[src/rtl/prio_irq_pkg.sv]
package prio_irq_pkg;
  parameter int SRC_N = 8;
  localparam int IDX_W = $clog2(SRC_N);
  localparam int VEC_W = IDX_W + 1;
  localparam logic [VEC_W-1:0] BRK_VEC = VEC_W'(SRC_N);

  typedef enum logic [1:0] {
    ST_IDLE = 2'd0,
    ST_PUSH = 2'd1,
    ST_VECT = 2'd2
  } seqState_e;

  // Strobes raised by the control in the accepting cycle
  typedef struct packed {
    logic             clrI;
    logic             clrBrk;
    logic [SRC_N-1:0] clrMask;
  } ackStrobe_t;
endpackage

[src/rtl/prio_irq_dpath.sv]
module prio_irq_dpath
  import prio_irq_pkg::*;
#(
  parameter int NUM_EXT     = 2,
  parameter int SYNC_STAGES = 2,
  localparam int HW_N       = SRC_N - NUM_EXT
) (
  input  logic             clk,
  input  logic             rst_n,
  input  logic [NUM_EXT-1:0] extPin,
  input  logic [HW_N-1:0]  hwPulse,
  input  logic             brkReq,
  input  logic             flagWrEn,
  input  logic [SRC_N-1:0] flagWrData,
  input  logic             enWrEn,
  input  logic [SRC_N-1:0] enWrData,
  input  logic             setI,
  input  logic             clrI,
  input  logic             retiStb,
  input  logic             retiI,
  input  ackStrobe_t       strb,
  output logic             iFlag,
  output logic             brkPend,
  output logic             anyReq,
  output logic [IDX_W-1:0] winIdx,
  output logic [SRC_N-1:0] flagOut,
  output logic [SRC_N-1:0] enOut
);
  logic [SRC_N-1:0]   flagQ, flagN, enQ, setVec, pendMask;
  logic [NUM_EXT-1:0] extRise;
  logic               iFlagQ, brkQ;

  // Edge qualification for each external pin
  for (genvar e = 0; e < NUM_EXT; e++) begin : g_ext
    logic [SYNC_STAGES-1:0] shQ;
    logic                   lastQ;
    always_ff @(posedge clk) begin
      if (!rst_n) begin
        shQ   <= '0;
        lastQ <= 1'b0;
      end else begin
        shQ   <= {shQ[SYNC_STAGES-2:0], extPin[e]};
        lastQ <= shQ[SYNC_STAGES-1];
      end
    end
    assign extRise[e] = shQ[SYNC_STAGES-1] & ~lastQ;
  end

  assign setVec = {hwPulse, extRise};

  always_comb begin
    flagN = flagWrEn ? flagWrData : flagQ;
    flagN = flagN & ~strb.clrMask;
    flagN = flagN | setVec;
  end

  always_ff @(posedge clk) begin
    if (!rst_n) begin
      flagQ <= '0;
      enQ   <= '0;
    end else begin
      flagQ <= flagN;
      if (enWrEn) enQ <= enWrData;
    end
  end

  always_ff @(posedge clk) begin
    if (!rst_n)            iFlagQ <= 1'b0;
    else if (strb.clrI)    iFlagQ <= 1'b0;
    else if (retiStb)      iFlagQ <= retiI;
    else if (clrI)         iFlagQ <= 1'b0;
    else if (setI)         iFlagQ <= 1'b1;
  end

  always_ff @(posedge clk) begin
    if (!rst_n)            brkQ <= 1'b0;
    else if (brkReq)       brkQ <= 1'b1;
    else if (strb.clrBrk)  brkQ <= 1'b0;
  end

  // Fixed priority: lowest index wins
  assign pendMask = flagQ & enQ;
  always_comb begin
    winIdx = '0;
    for (int i = SRC_N - 1; i >= 0; i--) begin
      if (pendMask[i]) winIdx = IDX_W'(i);
    end
  end

  assign anyReq  = |pendMask;
  assign iFlag   = iFlagQ;
  assign brkPend = brkQ;
  assign flagOut = flagQ;
  assign enOut   = enQ;

  for (genvar b = 0; b < SRC_N; b++) begin : g_hold

    flag_hold_chk: assert property (@(posedge clk) disable iff (!rst_n)
      (flagQ[b] && !flagWrEn && !strb.clrMask[b]) |=> flagQ[b]);
  end


  accept_clears_i_chk: assert property (@(posedge clk) disable iff (!rst_n)
    strb.clrI |=> !iFlagQ);
endmodule

[src/rtl/prio_irq_ctrl.sv]
module prio_irq_ctrl
  import prio_irq_pkg::*;
(
  input  logic             clk,
  input  logic             rst_n,
  input  logic             ack,
  input  logic             iFlag,
  input  logic             brkPend,
  input  logic             anyReq,
  input  logic [IDX_W-1:0] winIdx,
  output ackStrobe_t       strb,
  output logic             irq,
  output logic [VEC_W-1:0] vecIdx,
  output logic             pushStb,
  output logic             pushedI,
  output logic             vecValid
);
  seqState_e        stQ, stN;
  logic [VEC_W-1:0] capVecQ, candVec;
  logic             capIQ, take;

  assign irq     = (stQ == ST_IDLE) && (brkPend || (iFlag && anyReq));
  assign take    = irq && ack;
  assign candVec = brkPend ? BRK_VEC : {1'b0, winIdx};

  always_comb begin
    strb.clrI    = take;
    strb.clrBrk  = take && brkPend;
    strb.clrMask = '0;
    if (take && !brkPend) strb.clrMask[winIdx] = 1'b1;
  end

  always_comb begin
    stN = stQ;
    case (stQ)
      ST_IDLE: if (take) stN = ST_PUSH;
      ST_PUSH: stN = ST_VECT;
      default: stN = ST_IDLE;
    endcase
  end

  always_ff @(posedge clk) begin
    if (!rst_n) begin
      stQ     <= ST_IDLE;
      capVecQ <= '0;
      capIQ   <= 1'b0;
    end else begin
      stQ <= stN;
      if (take) begin
        capVecQ <= candVec;
        capIQ   <= iFlag;
      end
    end
  end

  assign vecIdx   = (stQ == ST_IDLE) ? candVec : capVecQ;
  assign pushStb  = (stQ == ST_PUSH);
  assign pushedI  = capIQ;
  assign vecValid = (stQ == ST_VECT);


  accept_starts_push_chk: assert property (@(posedge clk) disable iff (!rst_n)
    (irq && ack) |=> pushStb);

  push_then_vec_chk: assert property (@(posedge clk) disable iff (!rst_n)
    pushStb |=> vecValid);

  seq_exclusive_chk: assert property (@(posedge clk) disable iff (!rst_n)
    $onehot0({irq, pushStb, vecValid}));

  idle_ack_ignored_chk: assert property (@(posedge clk) disable iff (!rst_n)
    (!irq && !pushStb && !vecValid && ack) |=> !pushStb);
endmodule

[src/rtl/prio_irq_top.sv]
module prio_irq_top
  import prio_irq_pkg::*;
#(
  parameter int NUM_EXT     = 2,
  parameter int SYNC_STAGES = 2,
  localparam int HW_N       = SRC_N - NUM_EXT
) (
  input  logic             clk,
  input  logic             rst_n,
  input  logic [NUM_EXT-1:0] extPin,
  input  logic [HW_N-1:0]  hwPulse,
  input  logic             brkReq,
  input  logic             flagWrEn,
  input  logic [SRC_N-1:0] flagWrData,
  input  logic             enWrEn,
  input  logic [SRC_N-1:0] enWrData,
  input  logic             setI,
  input  logic             clrI,
  input  logic             retiStb,
  input  logic             retiI,
  input  logic             ack,
  output logic             irq,
  output logic [VEC_W-1:0] vecIdx,
  output logic             pushStb,
  output logic             pushedI,
  output logic             vecValid,
  output logic [SRC_N-1:0] flagOut,
  output logic [SRC_N-1:0] enOut,
  output logic             iFlagOut
);
  ackStrobe_t       strb;
  logic             iFlag, brkPend, anyReq;
  logic [IDX_W-1:0] winIdx;

  prio_irq_dpath #(.NUM_EXT(NUM_EXT), .SYNC_STAGES(SYNC_STAGES)) dpath_i (
    .clk(clk), .rst_n(rst_n), .extPin(extPin), .hwPulse(hwPulse),
    .brkReq(brkReq), .flagWrEn(flagWrEn), .flagWrData(flagWrData),
    .enWrEn(enWrEn), .enWrData(enWrData), .setI(setI), .clrI(clrI),
    .retiStb(retiStb), .retiI(retiI), .strb(strb), .iFlag(iFlag),
    .brkPend(brkPend), .anyReq(anyReq), .winIdx(winIdx),
    .flagOut(flagOut), .enOut(enOut)
  );

  prio_irq_ctrl ctrl_i (
    .clk(clk), .rst_n(rst_n), .ack(ack), .iFlag(iFlag), .brkPend(brkPend),
    .anyReq(anyReq), .winIdx(winIdx), .strb(strb), .irq(irq),
    .vecIdx(vecIdx), .pushStb(pushStb), .pushedI(pushedI), .vecValid(vecValid)
  );

  assign iFlagOut = iFlag;
endmodule

[config.mk]
export PLATFORM = sky130hd
export DESIGN_NAME = prio_irq_top
export DESIGN_NICKNAME = d
export VERILOG_FILES = /design/src/rtl/prio_irq_pkg.sv /design/src/rtl/prio_irq_dpath.sv /design/src/rtl/prio_irq_ctrl.sv /design/src/rtl/prio_irq_top.sv
export SDC_FILE = /design/constraint.sdc
export NUM_CORES = 1
export LEC_CHECK = 0
export ABC_AREA = 1
export BUFFER_PORTS_ARGS = -buffer_cell sky130_fd_sc_hd__buf_2
export CORE_MARGIN = 10
export CORE_UTILIZATION = 45
export CTS_CLUSTER_SIZE = 28
export DETAILED_ROUTE_END_ITERATION = 12
export GPL_TIMING_DRIVEN = 0
export HOLD_SLACK_MARGIN = 0.05
export PLACE_DENSITY = 0.76
export SETUP_SLACK_MARGIN = 0.05
export SLEW_MARGIN = 20
export SYNTH_ARGS = -nofsm -noshare
export SYNTH_HDL_FRONTEND = slang
export SYNTH_SLANG_ARGS = --single-unit
[constraint.sdc]
create_clock -name clk -period 2.36 [get_ports clk]
set_input_delay 0.354 -clock clk [delete_from_list [all_inputs] [get_ports clk]]
set_output_delay 0.354 -clock clk [all_outputs]
set_load 0.01 [all_outputs]
# == After elaboration in Yosys (flattened, before gate mapping) ==
# Index checks and enable logic that the tools add are counted.
# word_totals
reg_bits,31
output_inout_bits,25
word_cells,59
# classes
order_cmp,2
eq_ne,3
mux,21
bitwise,9
reduce_logical,13
# ops
cell,n
3-bit 2-to-1 mux,8
8-bit bitwise AND,2
8-bit 2-to-1 mux,2
4-bit 2-to-1 mux,2
8-bit inverter,1
8-bit bitwise OR,1
8-bit OR reduction,1
1-bit logical AND,6
1-bit 2-to-1 mux,6
"3-bit by 4-bit < comparator with 1-bit output, second input constant",1
2-bit case mux with 2 select lines,1
1-bit demux with 3-bit select,1
"3-bit by 1-bit >= comparator with 1-bit output, second input constant",1
1-bit inverter,3
3-bit nonzero test,1
1-bit bitwise AND,2
"2-bit by 1-bit == test with 1-bit output, second input constant",1
"2-bit == test, second input constant",1
2-bit zero test,1
2-bit 2-to-1 mux,1
"2-bit by 1-bit inequality test with 1-bit output, second input constant",1
2-bit nonzero test,1
2-bit OR reduction,1
1-bit zero test,1
1-bit logical OR,1

# == Longest topological paths before layout ==
# Gate-level depths: netlist of the first run.
# logic_depth
ltp_word,17
ltp_mapped,12
depth_no_buf,12

# == Modules after synthesis ==
# A second synthesis of the first run with hierarchy kept.
# hier_totals
hier_cells,211
area_unflattened_um2,1443.9
# by_module_without_submodules
module,n_inst,cells_each,area_each_um2,seq_area_each_um2
prio_irq_dpath,1,138,992.2,480.5
prio_irq_ctrl,1,73,451.7,140.1

# == Least setup slack after synthesis of the first run ==
# Ideal clock, no wire load.
# synth_timing
path_type,register to output
from,"register dpath_i.flagQ[0], in the netlist dpath_i.flagOut[0]"
to,output port vecIdx[2]
t_arrival_ns,1.208
required_time_ns,2.006
setup_slack_ns,0.798
stages_incl_launch_ff,10
n_path_buf,0
cell_sequence,dfxtp_1 -> nand2_2 -> nand2_2 -> nor2_2 -> inv_1 -> nor2_1 -> inv_1 -> nor2_1 -> nand2_1 -> o21ai_0
# synth_between
elab_chain_cells,4
# synth_lines
item,line_no,text
"start, declared",prio_irq_dpath.sv:29,"logic [SRC_N-1:0] flagQ, flagN, enQ, setVec, pendMask;"
"start signal, assigned",prio_irq_dpath.sv:62,flagQ <= flagN;
8-bit bitwise AND,prio_irq_dpath.sv:82,assign pendMask = flagQ & enQ;
3-bit 2-to-1 mux,prio_irq_dpath.sv:86,if (pendMask[i]) winIdx = IDX_W'(i);
4-bit 2-to-1 mux,prio_irq_ctrl.sv:24,"assign candVec = brkPend ? BRK_VEC : {1'b0, winIdx};"
4-bit 2-to-1 mux,prio_irq_ctrl.sv:56,assign vecIdx = (stQ == ST_IDLE) ? candVec : capVecQ;
"end, declared",prio_irq_top.sv:23,"output logic [VEC_W-1:0] vecIdx,"
# Every way passes these cells.

# == Worst setup path in the final report of the first run ==
# layout_timing
from,"register dpath_i.enQ[0], in the netlist dpath_i.enOut[0]"
to,output port vecIdx[2]
# layout_between
elab_chain_cells,4
# layout_lines
item,line_no,text
"start, declared",prio_irq_dpath.sv:29,
"start signal, assigned",prio_irq_dpath.sv:63,if (enWrEn) enQ <= enWrData;
8-bit bitwise AND,prio_irq_dpath.sv:82,
3-bit 2-to-1 mux,prio_irq_dpath.sv:86,
4-bit 2-to-1 mux,prio_irq_ctrl.sv:24,
4-bit 2-to-1 mux,prio_irq_ctrl.sv:56,
# Every way passes these cells.

==> summary.md, run 1 <==
| Metric | Value |
|---|---|
| Antenna viol nets, final | `0` |
| Reg2reg end | `dpath_i.flagOut[1]` |
| Worst-path clk slew | `0.09 ns` |
| Area grow syn2layout | `29.06%` |
| Worst R2R Setup Slack | `0.84 ns` |
| Post-synthesis sequential area ratio | `43.55%` |
| Final Setup Violations | `0` |
| Worst-path cell chain | `nand2_2, nand2_2, nor2_4, inv_1, nor2_1, inv_1, nor2_1, nand2_1, o21ai_0, buf_2` |
| Initial cell density of the core | `46.68%` |
| Worst-margin pin slew | `0.5223 ns` |
| Max incr delay on CP | `0.35 ns` |
| Drt first pass iters | `4` |
| I/O Pins | `59` |
| Post-Syn Area | `1425 um^2` |
| Largest area contributor in the netlist | `dfxtp_1` |
| Top delay family on crit path | `simple AND/OR/NAND/NOR gates` |
| Crit. path cell count | `10` |
| Worst rel slew slack | `65.18%` |
| Power Density | `628.8 nW/um^2` |
| CP Capture Point | `vecIdx[2]` |
| Clock skew | `0.003167 ns` |
| Design Power | `1.156 mW` |
| Worst-skew pair later-pin latency | `0.33 ns` |
| Total GRT Usage | `13.03%` |
| Setup TNS | `0 ns` |
| Min-Delay Path Class | `input pin to flip-flop` |
| Slew Limit Fails | `0` |
| Total gr overflow | `0` |
| Run status | `finished, final reports clean` |
| Max-cap check violation count | `0` |
| Drt wl/cell | `11.98 um` |
| Synth Area in Compound Gates | `16.42%` |
| DR vias/cell | `4.571` |
| FFs w/ async S/R, synth | `0%` |
| Largest net degree at the start of global routing | `11` |
| Hold Fails Final Rpt | `0` |
| Dpl hpwl | `2922 um` |
| H-tree depth | `2` |
| Vias in the first global route | `1401` |
| Vias | `1376` |
| Synth area leaders | `dfxtp_1, inv_1, nand2_1` |
| Yosys reg bits | `31` |
| Period utilization | `87.51%` |
| Rows | `20` |
| CP Max Fanout | `7` |
| Syn Nets | `226` |
| Post-synth cell types | `26` |
| Number of flops mapped to enable cells by yosys | `0` |
| Crit Path Category | `flip-flop to output port` |
| FMAX | `484.2 MHz` |
| Synth Warn # | `0` |
| Routability Congestion | `0.8707` |
| Crit path from | `dpath_i.enOut[0]` |
| Synth Area in XOR/XNOR | `0%` |
| CP endpoint kind | `output port` |
| PortBufs | `57` |
| Fillers | `320` |
| Worst Path Buf+Inv | `3` |
| CP Launch Type | `flip-flop` |
| Area after DPL | `1765 um^2` |
| Static Leak | `0.9729 nW` |
| Final period demand of the worst path | `2.065 ns` |
| CTS max path bufs | `2` |
| Mux cell area share after synthesis | `4.565%` |
| Adder-cell share of the synthesized area | `0%` |
| Highest-delay cell along the critical path | `dfxtp_1` |
| Worst r2r path cells | `7` |
| Post-Synth Simple-Gate Area | `25.55%` |
| Antenna cells | `0` |
| Mean Syn Cell Area | `7.422 um^2` |
| Design area | `1839 um^2` |
| DRT iter0 DRCs | `68` |
| Core area | `3053 um^2` |
| Post-synth top area share | `43.55%` |
| WHS | `0.2035 ns` |
| TritonCTS clock tree | `built` |
| Worst R2R Start | `dpath_i.enOut[0]` |
| Die width | `76.28 um` |
| Most common cell in the synthesized netlist | `inv_1` |
| Wirelength, routed | `3606 um` |
| Top cells by count, synth | `inv_1, dfxtp_1, nand2_1, nor2_1, o21ai_0` |
| First-pass GRT wire length | `6368 um` |
| Num CTS Buffers | `5` |
| # clock sinks | `31` |
| DRC viols | `0` |
| Initial antenna violation count | `0` |
| Required @ worst endpoint | `2.01 ns` |
| Syn Inst Count | `192` |
| Post-cts hold buffer count | `0` |
| Post-synth top flop | `dfxtp_1` |
| WP data arrival | `1.71 ns` |
| Final nets | `290` |
| Largest family of logic cells by synthesized area | `simple AND/OR/NAND/NOR gates` |
| RSZ-0062 raised after global routing | `false` |
| Die ar. | `5818 um^2` |
| Peak supply drop | `0.0004450 V` |
| Die Ht | `76.28 um` |
| Clk root buf | `clkbuf_4` |
| Fraction of layout cells with a size suffix above 1 | `33.07%` |
state kept, by name (all words and copies together), names as in the netlist:
name                 cells
dpath_i.enOut            8
dpath_i.flagOut          8
ctrl_i.capVecQ           4
dpath_i.g_ext.shQ        4
ctrl_i.stQ               2
dpath_i.g_ext.lastQ      2
ctrl_i.pushedI           1
dpath_i.brkPend          1
dpath_i.iFlag            1
worst min path at each step:
stage / from / end / slack [ns] / cells after the start
finish: extPin[0] / dpath_i.g_ext[0].shQ[0] / 0.20 / 3
detailed placement: dpath_i.g_ext[1].shQ[0] / dpath_i.g_ext[1].shQ[1] / 0.40 / 2
global placement: dpath_i.g_ext[1].shQ[0] / dpath_i.g_ext[1].shQ[1] / 0.40 / 2
floorplan: dpath_i.g_ext[0].shQ[0] / dpath_i.g_ext[0].shQ[1] / 0.39 / 2
global route: extPin[0] / dpath_i.g_ext[0].shQ[0] / 0.21 / 3
CTS: extPin[0] / dpath_i.g_ext[0].shQ[0] / 0.20 / 3
stage by stage:
stage | setup slack, ns | utilization (%) | cells
after global routing | 0.06831 | 60.25 | 301
after detailed placement | 0.6112 | 57.83 | 293
after CTS | 0.2356 | 60.08 | 301
final | 0.2948 | 60.25 | 301
after global placement | 0.6103 | 57.83 | 293
after floorplan | 0.7983 | - | 192
kinds of logic after synthesis:
family,after synthesis
flops,31
mux,6
simple gates,77
compound gates,41
buf+inv,37
final cells by class:
| cell class | count | area [um^2] | share of cell area [%] |
|---|---|---|---|
| well taps | 44 | 55.05 | 2.993 |
| repair buffers | 57 | 285.3 | 15.51 |
| clock buffers | 8 | 68.82 | 3.742 |
| flip-flops and latches | 31 | 620.6 | 33.74 |
| inverters | 34 | 128.9 | 7.007 |
| multi-input cells | 124 | 668.1 | 36.33 |
| plain buffers | 3 | 12.51 | 0.6803 |
layout by cell type (no fill, tap or decap), drive strengths merged:
cell    instances
mux2i           2
clkbuf         10
buf            58
mux2            4
nor2           31
o22ai           4
nand2          35
o21ai          23
inv            33
nand3           5
o21bai          2
clkinv          1
dfxtp          31
nor3            2
nand4           4
a21oi          12
metal layers:
layer	GRT usage, %	part of all wire (%)
met1	15.16	46
met2	19.90	44
met3	5.896	7.9
met4	6.134	1.6
met5	0	0
worst reg2reg max path, stage by stage (launching register included):
cell	delay [ns]
dfxtp_1	0.39
nand2_2	0.14
nand2_2	0.12
nor2_4	0.05
a21oi_4	0.18
nand4_2	0.23
o21ai_1	0.21
o21ai_0	0.10
repair_timing:
item / 4_1_cts / 5_1_grt
resized for setup: 0 / 1
setup endpoints to repair: 0 / 1
buffers inserted: 0 / 0
report_power, final:
group | switching (mW) | leakage [nW] | internal [mW]
Sequential | 0.0215 | 0.256 | 0.555
Clock | 0.171 | 0.0386 | 0.175
Combinational | 0.138 | 0.678 | 0.0962
(Power assumes the default switching activity.)
==> inputs of run 2 (changes only) <==
- RECOVER_POWER: unset -> 50
==> summary.md, run 2 (synthesis results as in run 1) <==
| Metric | Value |
|---|---|
| Worst-margin pin slew | `0.5192 ns` |
| Setup TNS | `0 ns` |
| Most frequent cells in the layout | `buf_2, inv_1, dfxtp_1` |
| Die Ht | `76.28 um` |
| Static Leak | `0.9219 nW` |
| CTS max path bufs | `2` |
| Required @ worst endpoint | `2.01 ns` |
| Initial antenna violation count | `0` |
| Worst R2R Start | `dpath_i.enOut[0]` |
| Worst rel slew slack | `65.38%` |
| CP Max Fanout | `7` |
| DRT iter0 DRCs | `66` |
| Most common cell after layout, fill and taps aside | `buf_2` |
| Total gr overflow | `0` |
| Final period demand of the worst path | `2.064 ns` |
| First-pass GRT wire length | `6368 um` |
| DR vias/cell | `4.608` |
| Routability Congestion | `0.8707` |
| Worst r2r path cells | `7` |
| GR Layer Usage met3 | `5.896%` |
| Antenna cells | `0` |
| Design Power | `1.152 mW` |
| WP data arrival | `1.71 ns` |
| Die width | `76.28 um` |
| CP Capture Point | `vecIdx[2]` |
| Min-Delay Path Class | `input pin to flip-flop` |
| Final nets | `290` |
| Initial cell density of the core | `46.68%` |
| Drt wl/cell | `12.02 um` |
| Worst-path clk slew | `0.09 ns` |
| Hold Fails Final Rpt | `0` |
| Dpl hpwl | `2922 um` |
| Clk root buf | `clkbuf_4` |
| Area after DPL | `1765 um^2` |
| Vias in the first global route | `1401` |
| # clock sinks | `31` |
| DP Worst Slack | `0.6112 ns` |
| Busiest grt layer | `met2` |
| Crit path from | `dpath_i.enOut[0]` |
| Clock skew | `0.004326 ns` |
| Area grow syn2layout | `27.74%` |
| Design area | `1821 um^2` |
| Fraction of layout cells with a size suffix above 1 | `27.24%` |
| Peak supply drop | `0.0004455 V` |
| Worst R2R Setup Slack | `0.83 ns` |
| Largest net degree at the start of global routing | `11` |
| Power Density | `632.7 nW/um^2` |
| Met1 Resource Use GR | `15.16%` |
| I/O Pins | `59` |
| CP endpoint kind | `output port` |
| Met2 GRT Util | `19.90%` |
| H-tree depth | `2` |
| Drt first pass iters | `4` |
| Post-cts hold buffer count | `0` |
| FMAX | `484.5 MHz` |
| CP Launch Type | `flip-flop` |
| Rows | `20` |
| Num CTS Buffers | `5` |
| Total GRT Usage | `13.03%` |
| Run status | `finished, final reports clean` |
| Slew Limit Fails | `0` |
| DRC viols | `0` |
| Wirelength, routed | `3617 um` |
| Antenna viol nets, final | `0` |
| Vias | `1387` |
| Worst setup margin | `0.2958 ns` |
| Die ar. | `5818 um^2` |
| TritonCTS clock tree | `built` |
| PortBufs | `57` |
| Max-cap check violation count | `0` |
| Final Setup Violations | `0` |
| Fillers | `331` |
| Period utilization | `87.47%` |
| Core area | `3053 um^2` |
| Reg2reg end | `dpath_i.flagOut[1]` |
| Final core occ | `59.63%` |
| Crit Path Category | `flip-flop to output port` |
| RSZ-0062 raised after global routing | `false` |
| Worst-skew pair later-pin latency | `0.33 ns` |
==> run 2: changes by cell type in the layout (fill, tap and decap cells not counted) <==
| cell | change |
|---|---|
| buf_2 | -15 |
| clkbuf_1 | +15 |
==> run 2: how the worst min path moves through the flow <==
| stage | from | endpoint | slack, ns | cells past startpoint |
|---|---|---|---|---|
| after floorplan | dpath_i.g_ext[0].shQ[0] | dpath_i.g_ext[0].shQ[1] | 0.39 | 2 |
| after global placement | dpath_i.g_ext[1].shQ[0] | dpath_i.g_ext[1].shQ[1] | 0.40 | 2 |
| after detailed placement | dpath_i.g_ext[1].shQ[0] | dpath_i.g_ext[1].shQ[1] | 0.40 | 2 |
| after CTS | extPin[0] | dpath_i.g_ext[0].shQ[0] | 0.20 | 3 |
| after global routing | extPin[0] | dpath_i.g_ext[0].shQ[0] | 0.21 | 3 |
| final | extPin[0] | dpath_i.g_ext[0].shQ[0] | 0.20 | 3 |
==> run 2: metrics by stage <==
| step | cells | hold WS (ns) |
|---|---|---|
| after floorplan | 192 | 0.3905 |
| after global placement | 293 | 0.3980 |
| after detailed placement | 293 | 0.4019 |
| after CTS | 301 | 0.1974 |
| after global routing | 301 | 0.2087 |
| final | 301 | 0.2049 |
==> run 2: area by class of cell <==
class	instances	area [um^2]	share of cell area, %
Timing Repair Buffer	57	267.8	14.71
Multi-Input combinational cell	124	668.1	36.70
Sequential cell	31	620.6	34.09
Inverter	34	128.9	7.079
Buffer	3	11.26	0.6186
Clock buffer	8	68.82	3.780
Tap cell	44	55.05	3.024
==> run 2: metal layers <==
metal / up-vias / wire length (um)
li1: 743 / -
met2: 45 / 1608
met3: 6 / 287
met5: - / 0
met1: 593 / 1668
met4: 0 / 53
==> run 2: what timing repair did <==
action / CTS / global route
setup endpoints to repair: 0 / 1
buffers inserted: 0 / 0
endpoints found under the hold margin: 0 / 0
resized for setup: 0 / 1
==> run 2: report_power, final <==
| part | total, mW | switching (mW) | internal (mW) |
|---|---|---|---|
| clock | 0.346 | 0.170 | 0.175 |
| sequential | 0.577 | 0.0219 | 0.555 |
| combinational | 0.229 | 0.138 | 0.0915 |
| total | 1.15 | 0.330 | 0.822 |
==> run 2: critical path, stage by stage, from the launching register on <==
cell and delay [ns]:
dfxtp_1 0.35, nand2_2 0.15, nand2_2 0.09, nor2_4 0.14, inv_1 0.08, nor2_1 0.08, inv_1 0.07, nor2_1 0.13
nand2_1 0.07, o21ai_0 0.08, buf_2 0.15
==> inputs of run 3 (changes only) <==
- CELL_PAD_IN_SITES_DETAIL_PLACEMENT: unset -> 0
- CELL_PAD_IN_SITES_GLOBAL_PLACEMENT: unset -> 1
- CORE_UTILIZATION: 45 -> 35
- PLACE_DENSITY: 0.76 -> unset
- PLACE_DENSITY_LB_ADDON: unset -> 0.1
==> summary.md, run 3 (synthesis results as in run 1) <==
| Metric | Value |
|---|---|
| Drt first pass iters | `4` |
| Peak supply drop | `0.0002992 V` |
| Worst rel slew slack | `64.91%` |
| Final Setup Violations | `0` |
| Final nets | `290` |
| Fillers | `444` |
| Hold Fails Final Rpt | `0` |
| Num CTS Buffers | `5` |
| Drt wl/cell | `12.45 um` |
| Crit path from | `dpath_i.enOut[0]` |
| Fraction of layout cells with a size suffix above 1 | `25.68%` |
| Hold Path Sink | `dpath_i.g_ext[0].shQ[0]` |
| CP endpoint kind | `output port` |
| Worst r2r path cells | `7` |
| RSZ-0062 raised after global routing | `false` |
| Rows | `23` |
| Final period demand of the worst path | `2.035 ns` |
| Vias | `1373` |
| Worst-path cell chain | `nand2_2, nand2_2, nor2_2, inv_1, nor2_1, inv_1, nor2_1, nand2_1, o21ai_0, buf_2` |
| Worst-margin pin slew | `0.5263 ns` |
| Initial antenna violation count | `0` |
| Max-cap check violation count | `0` |
| First-pass GRT wire length | `6734 um` |
| Most common cell after layout, fill and taps aside | `buf_2` |
| CP Max Fanout | `7` |
| Total gr overflow | `0` |
| Dpl hpwl | `3105 um` |
| Clock skew | `0.008085 ns` |
| Total GRT Usage | `11.53%` |
| FMAX | `491.5 MHz` |
| Run status | `finished, final reports clean` |
| Required @ worst endpoint | `2.01 ns` |
| Post-CTS setup buffer count | `0` |
| Post-cts hold buffer count | `0` |
| Hold path depth | `3` |
| Setup TNS | `0 ns` |
| # clock sinks | `31` |
| Antenna cells | `0` |
| CP Launch Type | `flip-flop` |
| DR vias/cell | `4.472` |
| PortBufs | `57` |
| Die width | `83.81 um` |
| DRC viols | `0` |
| Worst R2R Setup Slack | `0.85 ns` |
| Sequential Area | `620.6 um^2` |
| Beginning of the worst hold path | `extPin[0]` |
| TritonCTS clock tree | `built` |
| Multi-input gate area | `663.1 um^2` |
| Final core occ | `46.63%` |
| Die Ht | `83.81 um` |
| Min-Delay Path Class | `input pin to flip-flop` |
| H-tree depth | `2` |
| DRT iter0 DRCs | `46` |
| Highest-delay cell along the critical path | `dfxtp_1` |
| Initial cell density of the core | `35.89%` |
| Max incr delay on CP | `0.34 ns` |
| Worst-skew pair later-pin latency | `0.28 ns` |
| Vias in the first global route | `1468` |
| Antenna viol nets, final | `0` |
| WP data arrival | `1.68 ns` |
| Crit Path Category | `flip-flop to output port` |
| Routability Congestion | `0.7392` |
| Power Density | `683.9 nW/um^2` |
| Slew Limit Fails | `0` |
| Static Leak | `0.9137 nW` |
| Largest net degree at the start of global routing | `11` |
| Worst-path clk slew | `0.06 ns` |
| Most frequent cells in the layout | `buf_2, inv_1, dfxtp_1` |
| Area grow syn2layout | `29.94%` |
| Worst R2R Start | `dpath_i.enOut[0]` |
| CTS max path bufs | `2` |
| Period utilization | `86.22%` |
| Core area | `3971 um^2` |
| I/O Pins | `59` |
| Clk root buf | `clkbuf_8` |
| Wirelength, routed | `3823 um` |
| Reg2reg end | `dpath_i.flagOut[4]` |
| PostCTS Resize Cnt | `0` |
| Die ar. | `7024 um^2` |
-- run 3: cell types whose count changed in the layout (fill, tap and decap cells not counted), sizes merged --
cell and change:
buf -5, clkbuf +4, clkinvlp +1
-- run 3: stage by stage --
| stage | std cells | hold slack [ns] | worst slack (ns) | area (um^2) | total power [mW] |
|---|---|---|---|---|---|
| floorplan | 192 | 0.3905 | 0.7983 | 1425 | 0.7314 |
| global placement | 299 | 0.3929 | 0.6289 | 1773 | 0.8281 |
| detailed placement | 299 | 0.3984 | 0.6196 | 1773 | 0.8284 |
| CTS | 307 | 0.2402 | 0.2955 | 1877 | 1.292 |
| global route | 307 | 0.2432 | 0.08367 | 1852 | 1.343 |
| finish | 307 | 0.2517 | 0.3253 | 1852 | 1.266 |
-- run 3: how the worst max path moves through the flow --
stage | end | slack (ns) | cells after the start
after detailed placement | vecIdx[2] | 0.62 | 10
final | vecIdx[2] | 0.33 | 10
after CTS | vecIdx[2] | 0.30 | 10
after global routing | vecIdx[2] | 0.08 | 10
after floorplan | vecIdx[2] | 0.80 | 9
after global placement | vecIdx[2] | 0.63 | 10
-- run 3: worst max-delay path, delay by kind of cell (launching register included) --
family	cells	cell delay [ns]
and+or+nand+nor	6	0.68
DFF	1	0.34
buffers and inverters	3	0.31
AOI/OAI and AO/OA	1	0.07
-- run 3: routing by layer --
layer / global-route usage, % / vias up / share of wire [%]
li1: - / 739 / -
met1: 13.30 / 584 / 48
met2: 17.98 / 44 / 43
met3: 5.371 / 6 / 7.2
met4: 4.566 / 0 / 1.5
met5: 0 / - / 0
-- run 3: area by class of cell --
type	instances	area share, %
Buffer	3	0.6081
Tap cell	50	3.378
Clock inverter	1	0.4054
Sequential cell	31	33.51
Timing Repair Buffer	57	14.12
Inverter	34	6.959
Clock buffer	7	5.203
Multi-Input combinational cell	124	35.81
-- run 3: power by group --
part	total [mW]	internal [mW]	leakage (nW)	switching, mW
Sequential	0.579	0.556	0.256	0.0232
Clock	0.461	0.265	0.0505	0.196
Combinational	0.227	0.0891	0.607	0.138
Total	1.27	0.910	0.914	0.357
